$ cat config.mk
export PLATFORM = sky130hd
export DESIGN_NAME = nand_id_responder
export DESIGN_NICKNAME = d
export VERILOG_FILES = /design/src/rtl/nidr_pkg.sv /design/src/rtl/nidr_edge.sv /design/src/rtl/nidr_cmd.sv /design/src/rtl/nidr_ppage.sv /design/src/rtl/nidr_rdpath.sv /design/src/rtl/nand_id_responder.sv
export SDC_FILE = /design/constraint.sdc
export NUM_CORES = 1
export LEC_CHECK = 0
export ABC_CLOCK_PERIOD_IN_PS = 3750
export BUFFER_PORTS_ARGS = -buffer_cell sky130_fd_sc_hd__buf_2
export CORE_UTILIZATION = 45
export DETAILED_ROUTE_END_ITERATION = 10
export MAX_ROUTING_LAYER = met4
export REMOVE_ABC_BUFFERS = 1
export SLEW_MARGIN = 20
export SYNTH_ARGS = -nofsm -noshare
export SYNTH_HDL_FRONTEND = slang
export SYNTH_SLANG_ARGS = --single-unit
export TNS_END_PERCENT = 1
$ cat constraint.sdc
create_clock -name clk -period 3.75 [get_ports clk]
set_clock_uncertainty 0.1 [all_clocks]
set_input_delay 0.75 -clock clk [delete_from_list [all_inputs] [get_ports clk]]
set_output_delay 0.75 -clock clk [all_outputs]
set_load 0.05 [all_outputs]
$ cat src/rtl/nidr_pkg.sv
// Package: shared mode type and fixed identification constants.
// Assumes byte-wide bus and a 256-byte parameter image.
package nidr_pkg;

    typedef enum logic [2:0] {
        M_IDLE   = 3'd0,
        M_ID_ADR = 3'd1,
        M_ID     = 3'd2,
        M_PP_ADR = 3'd3,
        M_PP     = 3'd4
    } nidr_mode_e;

    localparam int          PAGE_BYTES = 256;
    localparam int          CRC_LEN    = PAGE_BYTES - 2;
    localparam int          ID_LEN     = 5;
    localparam logic [7:0]  CMD_ID     = 8'h90;
    localparam logic [7:0]  CMD_PP     = 8'hEC;
    localparam logic [7:0]  CMD_RST    = 8'hFF;
    localparam logic [7:0]  ADR_ZERO   = 8'h00;
    localparam logic [15:0] CRC_POLY   = 16'h8005;

    // Element 0 is sourced first.
    localparam logic [ID_LEN-1:0][7:0] ID_BYTES =
        {8'h5E, 8'h15, 8'hD2, 8'hA5, 8'h01};

endpackage

$ cat src/rtl/nidr_edge.sv
// Module: edge detector for W active-low strobes sampled on clk.
// Assumes strobes are already synchronous to clk; idle level is 1.
module nidr_edge #(
    parameter int W = 2
) (
    input  logic         clk,
    input  logic         rst_n,
    input  logic [W-1:0] strb_n,
    output logic [W-1:0] rise,
    output logic [W-1:0] fall
);
    logic [W-1:0] prev_q;

    // Remember last sampled level of every strobe.
    always_ff @(posedge clk) begin
        if (!rst_n) prev_q <= '1;
        else        prev_q <= strb_n;
    end

    for (genvar g = 0; g < W; g++) begin : g_edge
        assign rise[g] = ~prev_q[g] &  strb_n[g];
        assign fall[g] =  prev_q[g] & ~strb_n[g];
    end
endmodule

$ cat src/rtl/nidr_cmd.sv
// Module: command/address decoder and reset-busy timer.
// Assumes 'latch' pulses for one cycle per write-strobe rising edge with
// chip enable low; 'hold' blocks decoding while the page engine runs.
module nidr_cmd
    import nidr_pkg::*;
#(
    parameter int BUSY_CYCLES = 16
) (
    input  logic       clk,
    input  logic       rst_n,
    input  logic       latch,
    input  logic       cle,
    input  logic       ale,
    input  logic [7:0] io_in,
    input  logic       hold,
    output nidr_mode_e mode,
    output logic       busy
);
    localparam int BW = $clog2(BUSY_CYCLES + 1);
    localparam logic [BW-1:0] BUSY_LOAD = BW'(BUSY_CYCLES);

    logic [BW-1:0] cnt_q;
    logic          take;

    assign take = latch & ~hold & ~busy;
    assign busy = (cnt_q != '0);

    // Mode register: commands set the mode, expected address confirms it.
    always_ff @(posedge clk) begin
        if (!rst_n) begin
            mode <= M_IDLE;
        end else if (take && cle && !ale) begin
            case (io_in)
                CMD_ID:  mode <= M_ID_ADR;
                CMD_PP:  mode <= M_PP_ADR;
                default: mode <= M_IDLE;
            endcase
        end else if (take && ale && !cle) begin
            if (mode == M_ID_ADR)
                mode <= (io_in == ADR_ZERO) ? M_ID : M_IDLE;
            else if (mode == M_PP_ADR)
                mode <= (io_in == ADR_ZERO) ? M_PP : M_IDLE;
        end
    end

    // Busy timer: loaded by the reset command, counts down to zero.
    always_ff @(posedge clk) begin
        if (!rst_n)
            cnt_q <= '0;
        else if (take && cle && !ale && io_in == CMD_RST)
            cnt_q <= BUSY_LOAD;
        else if (busy)
            cnt_q <= cnt_q - 1'b1;
    end
endmodule

$ cat src/rtl/nidr_ppage.sv
// Module: constant parameter image plus a check-value engine.
// Assumes one image byte per cycle is folded into the CRC after reset;
// bytes 254/255 are served from the computed CRC register.
module nidr_ppage
    import nidr_pkg::*;
#(
    parameter logic [15:0] CRC_INIT = 16'h4F4E
) (
    input  logic       clk,
    input  logic       rst_n,
    input  logic [7:0] rd_addr,
    output logic [7:0] rd_data,
    output logic       done
);
    localparam logic [7:0] LAST = 8'(CRC_LEN);

    logic [7:0]  idx_q;
    logic [15:0] crc_q;

    function automatic logic [7:0] img(input logic [7:0] a);
        case (a) inside
            8'd0:   return 8'h4F;
            8'd1:   return 8'h4E;
            8'd2:   return 8'h46;
            8'd3:   return 8'h49;
            8'd4:   return 8'h02;
            8'd6:   return 8'h1E;
            8'd8:   return 8'h3B;
            [8'd32:8'd63]: return 8'h20;
            8'd64:  return 8'h01;
            8'd81:  return 8'h08;
            8'd84:  return 8'h80;
            8'd92:  return 8'h40;
            8'd97:  return 8'h40;
            8'd100: return 8'h01;
            8'd101: return 8'h23;
            8'd102: return 8'h01;
            8'd103: return 8'h47;
            8'd104: return 8'h01;
            8'd105: return 8'h01;
            8'd106: return 8'h05;
            8'd107: return 8'h01;
            8'd108: return 8'h01;
            8'd109: return 8'h03;
            8'd110: return 8'h04;
            8'd112: return 8'h04;
            8'd113: return 8'h01;
            8'd114: return 8'h04;
            8'd128: return 8'h0A;
            8'd129: return 8'h03;
            8'd131: return 8'h03;
            8'd133: return 8'hBC;
            8'd134: return 8'h02;
            8'd135: return 8'h10;
            8'd136: return 8'h27;
            8'd137: return 8'h1E;
            8'd139: return 8'hC8;
            default: return 8'h00;
        endcase
    endfunction

    function automatic logic [15:0] crc_step(input logic [15:0] c,
                                             input logic [7:0]  d);
        logic [15:0] r;
        r = c;
        for (int b = 7; b >= 0; b--) begin
            if (r[15] ^ d[b]) r = {r[14:0], 1'b0} ^ CRC_POLY;
            else              r = {r[14:0], 1'b0};
        end
        return r;
    endfunction

    assign done = (idx_q == LAST);

    // Walk bytes 0..253 once after reset, folding each into the CRC.
    always_ff @(posedge clk) begin
        if (!rst_n) begin
            idx_q <= '0;
            crc_q <= CRC_INIT;
        end else if (!done) begin
            idx_q <= idx_q + 1'b1;
            crc_q <= crc_step(crc_q, img(idx_q));
        end
    end

    // Read port: last two bytes come from the CRC, low byte first.
    always_comb begin
        if (rd_addr == LAST)             rd_data = crc_q[7:0];
        else if (rd_addr == LAST + 8'd1) rd_data = crc_q[15:8];
        else                             rd_data = img(rd_addr);
    end
endmodule

$ cat src/rtl/nidr_rdpath.sv
// Module: byte pointer, output register and output enable.
// Assumes the pointer is cleared whenever no data mode is active.
module nidr_rdpath
    import nidr_pkg::*;
#(
    parameter int COPIES = 3,
    parameter int PTR_W  = 10
) (
    input  logic             clk,
    input  logic             rst_n,
    input  nidr_mode_e       mode,
    input  logic             ce_n,
    input  logic             re_n,
    input  logic             re_fall,
    input  logic [7:0]       pg_data,
    output logic [PTR_W-1:0] ptr,
    output logic [7:0]       io_out,
    output logic             io_oe
);
    localparam logic [PTR_W-1:0] LIMIT  = PTR_W'(COPIES * PAGE_BYTES);
    localparam logic [PTR_W-1:0] ID_END = PTR_W'(ID_LEN);

    logic       data_mode;
    logic [7:0] id_byte;
    logic [7:0] pp_byte;
    logic [7:0] nxt_byte;

    assign data_mode = (mode == M_ID) || (mode == M_PP);
    assign id_byte   = (ptr < ID_END) ? ID_BYTES[ptr[2:0]] : 8'h00;
    assign pp_byte   = (ptr < LIMIT) ? pg_data : 8'hFF;
    assign nxt_byte  = (mode == M_ID) ? id_byte : pp_byte;

    // Drive enable only while selected, reading, and in a data mode.
    always_ff @(posedge clk) begin
        if (!rst_n) io_oe <= 1'b0;
        else        io_oe <= ~ce_n & ~re_n & data_mode;
    end

    // Source a byte and step the pointer on each selected read strobe.
    always_ff @(posedge clk) begin
        if (!rst_n) begin
            ptr    <= '0;
            io_out <= '0;
        end else if (!data_mode) begin
            ptr <= '0;
        end else if (re_fall && !ce_n) begin
            io_out <= nxt_byte;
            if (ptr != LIMIT) ptr <= ptr + 1'b1;
        end
    end
endmodule

$ cat src/rtl/nand_id_responder.sv
// Module: top of the identification responder.
// Assumes host strobes are synchronous to clk and held for at least one
// cycle at each level.
module nand_id_responder
    import nidr_pkg::*;
#(
    parameter int          BUSY_CYCLES = 16,
    parameter int          COPIES      = 3,
    parameter logic [15:0] CRC_INIT    = 16'h4F4E
) (
    input  logic       clk,
    input  logic       rst_n,
    input  logic       ce_n,
    input  logic       cle,
    input  logic       ale,
    input  logic       we_n,
    input  logic       re_n,
    input  logic [7:0] io_in,
    output logic [7:0] io_out,
    output logic       io_oe,
    output logic       rb_n
);
    localparam int PTR_W = $clog2(COPIES * PAGE_BYTES + 1);

    logic [1:0]       rise;
    logic [1:0]       fall;
    nidr_mode_e       mode;
    logic             busy;
    logic             crc_done;
    logic [PTR_W-1:0] ptr;
    logic [7:0]       pg_data;

    assign rb_n = crc_done & ~busy;

    nidr_edge #(.W(2)) u_edge (
        .clk    (clk),
        .rst_n  (rst_n),
        .strb_n ({re_n, we_n}),
        .rise   (rise),
        .fall   (fall)
    );

    nidr_cmd #(.BUSY_CYCLES(BUSY_CYCLES)) u_cmd (
        .clk   (clk),
        .rst_n (rst_n),
        .latch (rise[0] & ~ce_n),
        .cle   (cle),
        .ale   (ale),
        .io_in (io_in),
        .hold  (~crc_done),
        .mode  (mode),
        .busy  (busy)
    );

    nidr_ppage #(.CRC_INIT(CRC_INIT)) u_ppage (
        .clk     (clk),
        .rst_n   (rst_n),
        .rd_addr (ptr[7:0]),
        .rd_data (pg_data),
        .done    (crc_done)
    );

    nidr_rdpath #(.COPIES(COPIES), .PTR_W(PTR_W)) u_rdpath (
        .clk     (clk),
        .rst_n   (rst_n),
        .mode    (mode),
        .ce_n    (ce_n),
        .re_n    (re_n),
        .re_fall (fall[1]),
        .pg_data (pg_data),
        .ptr     (ptr),
        .io_out  (io_out),
        .io_oe   (io_oe)
    );
endmodule

; Word level (Yosys, flattened, before mapping)
; Memories as Yosys holds them, arrays and structs flattened. A register that Yosys moved wholly into a read port is not among the register bits.
; Cells that the tools add are included.
[word_totals]
regBits = 53
mem_bits_ro = 64
in_bits = 15
output_inout_bits = 10
word_cells = 265
n_memories = 1
[memory_table]
columns = memory, depth, word_bits, read_ports, rd_clocked_by_memory_dff, wr, line
row1 = (name not given), 8, 8, 1, 1, 0, nidr_rdpath.sv:29  ; assign id_byte = (ptr < ID_END) ? ID_BYTES[ptr[2:0]] : 8'h00;
[op_classes]
addsub = 3
n_lt_le_gt_ge = 7
eq_ne = 79
n_mux = 113
bitwise = 29
n_reduce_logical = 24
[op_table]
columns = operator, count
row1 = $mux 8, 80
row2 = $mux 16, 22
row3 = $eq 8x7->1 const B, 38
row4 = $eq 8x8->1 const B, 24
row5 = $eq 8x2->1 const B, 4
row6 = $eq 8x3->1 const B, 4
row7 = $logic_not 8->1, 3
row8 = $not 3->3, 8
row9 = $mux 3, 7
row10 = $eq 8x1->1 const B, 2
row11 = $eq 8x4->1 const B, 2
row12 = $ge 8x6->1 const B, 2
row13 = $le 8x6->1 const B, 2
row14 = $add 10x1->10 const B, 1
row15 = $lt 10x10->1 const B, 1
row16 = $lt 10x3->1 const B, 1
row17 = $mux 5, 2
row18 = $ne 10x10->1 const B, 1
row19 = $add 8x1->8 const B, 1
row20 = $and 1x1->1, 8
row21 = $logic_and 1x1->1, 8
row22 = $reduce_and 2->1, 4
row23 = $xor 1x1->1, 8
row24 = $eq 3x2->1 const B, 2
row25 = 13 further kinds, 20

; Depth between registers and ports, before layout
[depth]
word_depth = 69
depth_mapped = 14
mapped_depth_nobuf = 12

; Hierarchy
; Synthesis repeated with hierarchy kept, for this count alone.
[unflattened]
hier_cells = 607
hier_area_um2 = 4565.6
[modules_own_cells]
columns = mod, n_inst, cells_each, area_per_inst_um2, seq_area_each_um2
row1 = nidr_ppage, 1, 393, 2721.4, 480.5
row2 = nidr_rdpath, 1, 147, 1262.5, 520.5
row3 = nidr_cmd, 1, 56, 480.5, 160.2
row4 = nidr_edge, 1, 8, 77.6, 40.0
row5 = nand_id_responder, 1, 3, 23.8, 0.0

; Least setup slack after synthesis
; No wires, ideal clock.
[synth_timing]
path_kind = register to register
from = register u_ppage.idx_q[3]
to = register u_cmd.mode[1]
setup_time_ns = 0.059
arrival_ns = 3.354
required_time_ns = 3.591
slack_ns = 0.237
stages_incl_launch_ff = 11
n_path_buf = 2
synth_period_minus_slack_ns = 3.513
cell_sequence = dfxtp_1 > buf_2 > clkbuf_1 > and3_1 > nand4_1 > nor2_1 > nor4bb_1 > nand4_1 > or4_1 > o211ai_1 > o211a_1
[synth_via]
elab_chain_cells = 7
word_cells_on_any_way = 11
classes_between = eq/ne (1) / mux (1) / bitwise (2) / reduce/logical (7)
[synth_rtl]
columns = element, line
row1 = from (decl), nidr_ppage.sv:17  ; logic [7:0] idx_q;
row2 = from (signal assigned), nidr_ppage.sv:81  ; idx_q <= idx_q + 1'b1;
row3 = $eq 8x8->1 (*), nidr_ppage.sv:73  ; assign done = (idx_q == LAST);
row4 = $and 1x1->1 (*) (2 in a row), nidr_cmd.sv:25  ; assign take = latch & ~hold & ~busy;
row5 = $logic_and 1x1->1 (on tied branches) (2 in a row), "nidr_cmd.sv:32, nidr_cmd.sv:38"
row6 = $reduce_bool 3->1 (no line) or $reduce_bool 2->1 (tied branches), -
row7 = $reduce_and 2->1 (no line), -
row8 = to (signal assigned), nidr_cmd.sv:40  ; mode <= (io_in == ADR_ZERO) ? M_ID : M_IDLE;
row9 = to (signal assigned), nidr_cmd.sv:42  ; mode <= (io_in == ADR_ZERO) ? M_PP : M_IDLE;
row10 = to (decl), nidr_cmd.sv:16  ; output nidr_mode_e mode,
; Mark *: on every way between the ends. The rest lies on a longest branch, timed or not.
; A chain may end at the register's enable or synchronous reset.

; Final worst setup path
[layout_timing]
from = register u_ppage.idx_q[6]
to = register u_ppage.crc_q[15]
[layout_via]
elab_chain_cells = 69
word_cells_on_any_way = 107
classes_between = order compare (2) / eq/ne (35) / mux (60) / bitwise (8) / reduce/logical (2)
[layout_rtl]
columns = element, line
row1 = $eq 8x8->1, nidr_ppage.sv:82  ; crc_q <= crc_step(crc_q, img(idx_q));
row2 = $mux 8 (36 in a row), nidr_ppage.sv:21  ; case (a) inside
row3 = $mux 8, nidr_ppage.sv:80  ; end else if (!done) begin
row4 = $mux 8, nidr_ppage.sv:77  ; if (!rst_n) begin
row5 = $xor 1x1->1, nidr_ppage.sv:67  ; if (r[15] ^ d[b]) r = {r[14:0], 1'b0} ^ CRC_POLY;
row6 = $mux 16, nidr_ppage.sv:67
row7 = $mux 16, nidr_ppage.sv:80
row8 = $mux 16, nidr_ppage.sv:77
row9 = [... 18 more ...], -
row10 = $mux 16, nidr_ppage.sv:80
row11 = $mux 16, nidr_ppage.sv:77
row12 = $xor 1x1->1, nidr_ppage.sv:67
row13 = $mux 16, nidr_ppage.sv:67
row14 = $mux 16, nidr_ppage.sv:80
row15 = $mux 16, nidr_ppage.sv:77
row16 = $xor 1x1->1, nidr_ppage.sv:67
row17 = $mux 16, nidr_ppage.sv:67
row18 = to (signal assigned), nidr_ppage.sv:82
row19 = to (decl), nidr_ppage.sv:18  ; logic [15:0] crc_q;
; Several ways; a longest one is shown, not always the timed one. The select of a mux whose other input is x is not followed.

==> impl_metrics.csv <==
group,metric,value,unit
timing,timing.hold.ws,0.351,ns
global_routing,grt_antenna_before_repair,0,
placement,placed_cells,744,
worst_setup_path,crit_arrival,3.72,ns
power_and_ir_drop,power.density,414,mW/mm2
worst_hold_path,path_type_of_the_worst_min_delay_path,"reg -> reg",
timing,worst_pin_slew,0.951,ns
worst_setup_path,timing.critical_path.max_delay_family,"simple AND/OR/NAND/NOR gates",
routing,detail_route.wl_per_cell,16.8,um
logic_synthesis,synth_sequential_area_ratio,26.6,%
layout,final_cell_count_no_fill,759,
routing,wirelength,12.7,mm
power_and_ir_drop,sequentialPowerShare,38.9,%
floorplanning,floorplan.die_area,0.0104,mm2
routing,detail_route.first_pass.iterations,5,
power_and_ir_drop,clock_power_share,29.6,%
global_routing,grt_pass1_wl,20.6,mm
power_and_ir_drop,internal-power,1.42,mW
global_routing,grt.total_usage,26.3,%
worst_setup_path,r2r_start,"u_ppage.idx_q[6]",
floorplanning,coreArea,0.00973,mm2
routing,detailroute.via_count,4505,
clock_network,cts_tree,"done",
routing,vias_per_inst,5.94,
power_and_ir_drop,total_leakage_power,1.92,nW
worst_setup_path,worstPathBufferInverterCount,0,
clock_network,cts_hold_buffers,0,
clock_network,h-tree-depth,3,
routing,antenna_violating_nets_left,0,
clock_network,worst_skew_pair.late_latency,0.34,ns
timing,finalHoldViolations,0,
floorplanning,rows,36,
floorplanning,boundaryPins,25,
worst_setup_path,cp-end-kind,"flip-flop",
worst_setup_path,critical_path_required,3.93,ns
logic_synthesis,synth_area_per_cell,7.43,um2
power_and_ir_drop,power_frac_comb,31.5,%
logic_synthesis,syn-cell-area,0.00452,mm2
clock_network,cts-root-buf,"clkbuf_8",
layout,antenna_cells_inserted,0,
placement,detailedPlacementHpwl,9.22,mm
power_and_ir_drop,fin_total_pwr,2.08,mW
worst_setup_path,crit_path_start_kind,"flip-flop",
timing,timing.slew.headroom,35.7,%
status,outcome,"finished clean",
timing,setup_viol_count_final,0,
worst_hold_path,worst_hold_startpoint,"u_rdpath.io_out[1]",
worst_setup_path,setup.reg_to_reg.worst_slack,0.21,ns
timing,layout_min_cycle_time,3.54,ns
worst_setup_path,worstReg2RegEnd,"u_ppage.crc_q[15]",
placement,io_buffers,24,
logic_synthesis,yosys_warn_count,0,
global_routing,grt_max_degree,44,
power_and_ir_drop,irDropWorstVdd,407,uV
worst_setup_path,cp_num_cells,9,
placement,final_weighted_congestion_in_routability_driven_placement,0.959,
worst_setup_path,cp_slowest_stage_delay,0.74,ns
worst_hold_path,hold-path-endpoint,"u_rdpath.io_out[1]",
timing,finalCritPeriodShare,94.3,%
run,drv_cap,0,
timing,fmaxAchievable,0.283,GHz
layout,area.growth.synth_to_final,11.4,%
routing,first_iteration_detailed_routing_drc_count,304,
timing,rsz0062_at_grt,"false",
power_and_ir_drop,power.share.switching,31.7,%
logic_synthesis,synth_enable_flop_cells,0,
logic_synthesis,dominantRegCellSynth,"dfxtp_1",
clock_network,worst_setup_hold_path_clk_slew,0.07,ns
logic_synthesis,synth.lib_cells_used.distinct,72,
worst_setup_path,worstRegToRegCells,9,
worst_setup_path,cp_max_fo,12,
power_and_ir_drop,switchingPower,659,uW
logic_synthesis,synth_seq_cells,60,
clock_network,numClockSinks,60,
routing,route.detailed.drc,0,
worst_setup_path,timing.critical_path.cells,"or4_1 > a21o_1 > a22oi_1 > xnor3_1 > xor2_1 > xnor3_2 > xnor2_1 > or4b_1 > nand3_1",
worst_hold_path,whs_path_depth,2,
worst_setup_path,cp_slowest_cell,"or4_1",
layout,layout-drive-gt1-share,12.9,%
timing,slew_viol_final,0,
worst_setup_path,worst-setup-path-type,"reg -> reg",
floorplanning,die_w,102,um
logic_synthesis,synthArstFlopShare,0,%
logic_synthesis,syn-instance-count,608,
global_routing,first_global_vias,4109,
clock_network,clk_path_buf_depth,2,
floorplanning,chipHeight,102,um
floorplanning,initial_utilization,46.4,%
layout,fillers,988,
clock_network,tritoncts.num_buffers,9,
global_routing,overflow_left_after_global_routing,0,
layout,finalNetCount,649,
## final cells by class
cell class	count	area [um2]	area share (%)
multi-input combinational	484	3060	60.9
sequential	60	1200	23.9
timing repair buffer	53	338	6.72
tap	133	166	3.31
clock buffer	12	165	3.28
inverter	14	52.6	1.04
clock inverter	3	45.0	0.896
## placed cells by master (no fill, tap or decap), drive strengths merged, types with 3 or more instances in the layout
| cell | Yosys | layout |
|---|---|---|
| clkbuf | 38 | 12 |
| buf | 12 | 53 |
| o21ai | 41 | 41 |
| inv | 13 | 13 |
| or3 | 4 | 4 |
| a211oi | 6 | 6 |
| nor2b | 10 | 10 |
| nand2 | 62 | 62 |
| or4 | 3 | 3 |
| o21a | 3 | 3 |
| dfxtp | 60 | 60 |
| o211ai | 11 | 11 |
| a32o | 3 | 3 |
| o211a | 5 | 5 |
| nor3 | 13 | 13 |
| a41oi | 3 | 3 |
| xnor2 | 19 | 19 |
| a32oi | 5 | 5 |
| nor2 | 68 | 68 |
| o31ai | 8 | 8 |
| ha | 12 | 12 |
| nor4b | 4 | 4 |
| xnor3 | 3 | 3 |
| nand4 | 12 | 12 |
| a21oi | 40 | 40 |
| xor2 | 16 | 16 |
| a2bb2oi | 3 | 3 |
| a21boi | 12 | 12 |
| nand3 | 22 | 22 |
| a22oi | 8 | 8 |
| and3 | 8 | 8 |
| or2 | 4 | 4 |
| nand3b | 12 | 12 |
| nand2b | 11 | 11 |
| and2 | 9 | 9 |
| nor4 | 7 | 7 |
## synth_stat cells, drive strengths merged (9+ instances only)
cell | n | share of area [%]
nor2 | 68 | 5.7
o21ai | 41 | 4.5
clkbuf | 38 | 3.2
nor3 | 13 | 1.7
inv | 13 | 1.1
nor2b | 10 | 1.4
xnor2 | 19 | 3.9
nand4 | 12 | 1.7
a21boi | 12 | 2.0
nand2b | 11 | 1.5
and2 | 9 | 1.2
buf | 12 | 1.4
dfxtp | 60 | 27
nand2 | 62 | 5.2
ha | 12 | 3.3
a21oi | 40 | 4.4
nand3b | 12 | 2.0
xor2 | 16 | 3.1
o211ai | 11 | 1.8
nand3 | 22 | 2.4
## routing by layer
metal / GRT usage, % / part of all wire (%) / vias to the layer above
met5: - / 0 / -
met4: 8.24 / 1.5 / 0
met3: 5.13 / 6.0 / 24
met2: 39.1 / 44 / 157
met1: 35.9 / 48 / 2100
li1: - / - / 2224
## power groups by stage
stage | sequential (mW) | clock [mW] | combinational, mW
2_1_floorplan | 0.799 | 0 | 0.505
3_3_place_gp | 0.821 | 0 | 0.629
3_5_place_dp | 0.822 | 0 | 0.651
4_1_cts | 0.808 | 0.631 | 0.659
5_1_grt | 0.820 | 0.653 | 0.733
6_report | 0.810 | 0.616 | 0.656
## tightest hold or removal path: cells and delay by family (launching register included)
family	cells	cell delay, ns
flops	1	0.31
compound gates	1	0.05
simple gates	1	0.05
## per-stage QoR
| step | worst slack [ns] | utilization [%] | TNS (ns) | instance area [um2] |
|---|---|---|---|---|
| finish | 0.213 | 51.7 | 0 | 5030 |
| global route | 0.0821 | 51.7 | 0 | 5030 |
| CTS | 0.196 | 51.6 | 0 | 5020 |
| detailed placement | 0.239 | 49.5 | 0 | 4810 |
| global placement | 0.317 | 49.5 | 0 | 4810 |
| floorplan | -0.309 | - | -0.581 | 4310 |
## kinds of logic (layout without fill, tap and decap cells)
| kind of cell | Yosys count | in the layout | share of synthesized area [%] |
|---|---|---|---|
| compound gates | 171 | 171 | 25.3 |
| xor+xnor | 39 | 39 | 9.01 |
| mux | 2 | 2 | 0.471 |
| fa+ha+maj | 12 | 12 | 3.32 |
| buf+inv | 64 | 82 | 5.71 |
| simple gates | 260 | 260 | 29.6 |
| flops | 60 | 60 | 26.6 |
## worst max path at each step
stage,from,endpoint,slack [ns]
after floorplan,u_ppage.idx_q[2],u_cmd.mode[1],-0.31
after global placement,u_ppage.idx_q[0],u_ppage.crc_q[15],0.32
after detailed placement,u_ppage.idx_q[1],u_ppage.crc_q[15],0.24
after CTS,u_ppage.idx_q[1],u_ppage.crc_q[15],0.20
after global routing,u_ppage.idx_q[6],u_ppage.crc_q[15],0.08
final,u_ppage.idx_q[6],u_ppage.crc_q[15],0.21
## repair_timing
| item | in CTS | in global routing |
|---|---|---|
| endpoints found under the setup margin | 0 | 1 |
| resized for setup | 0 | 2 |
| setup buffers | 0 | 0 |
Note: power is estimated with default switching activity, not from simulation.
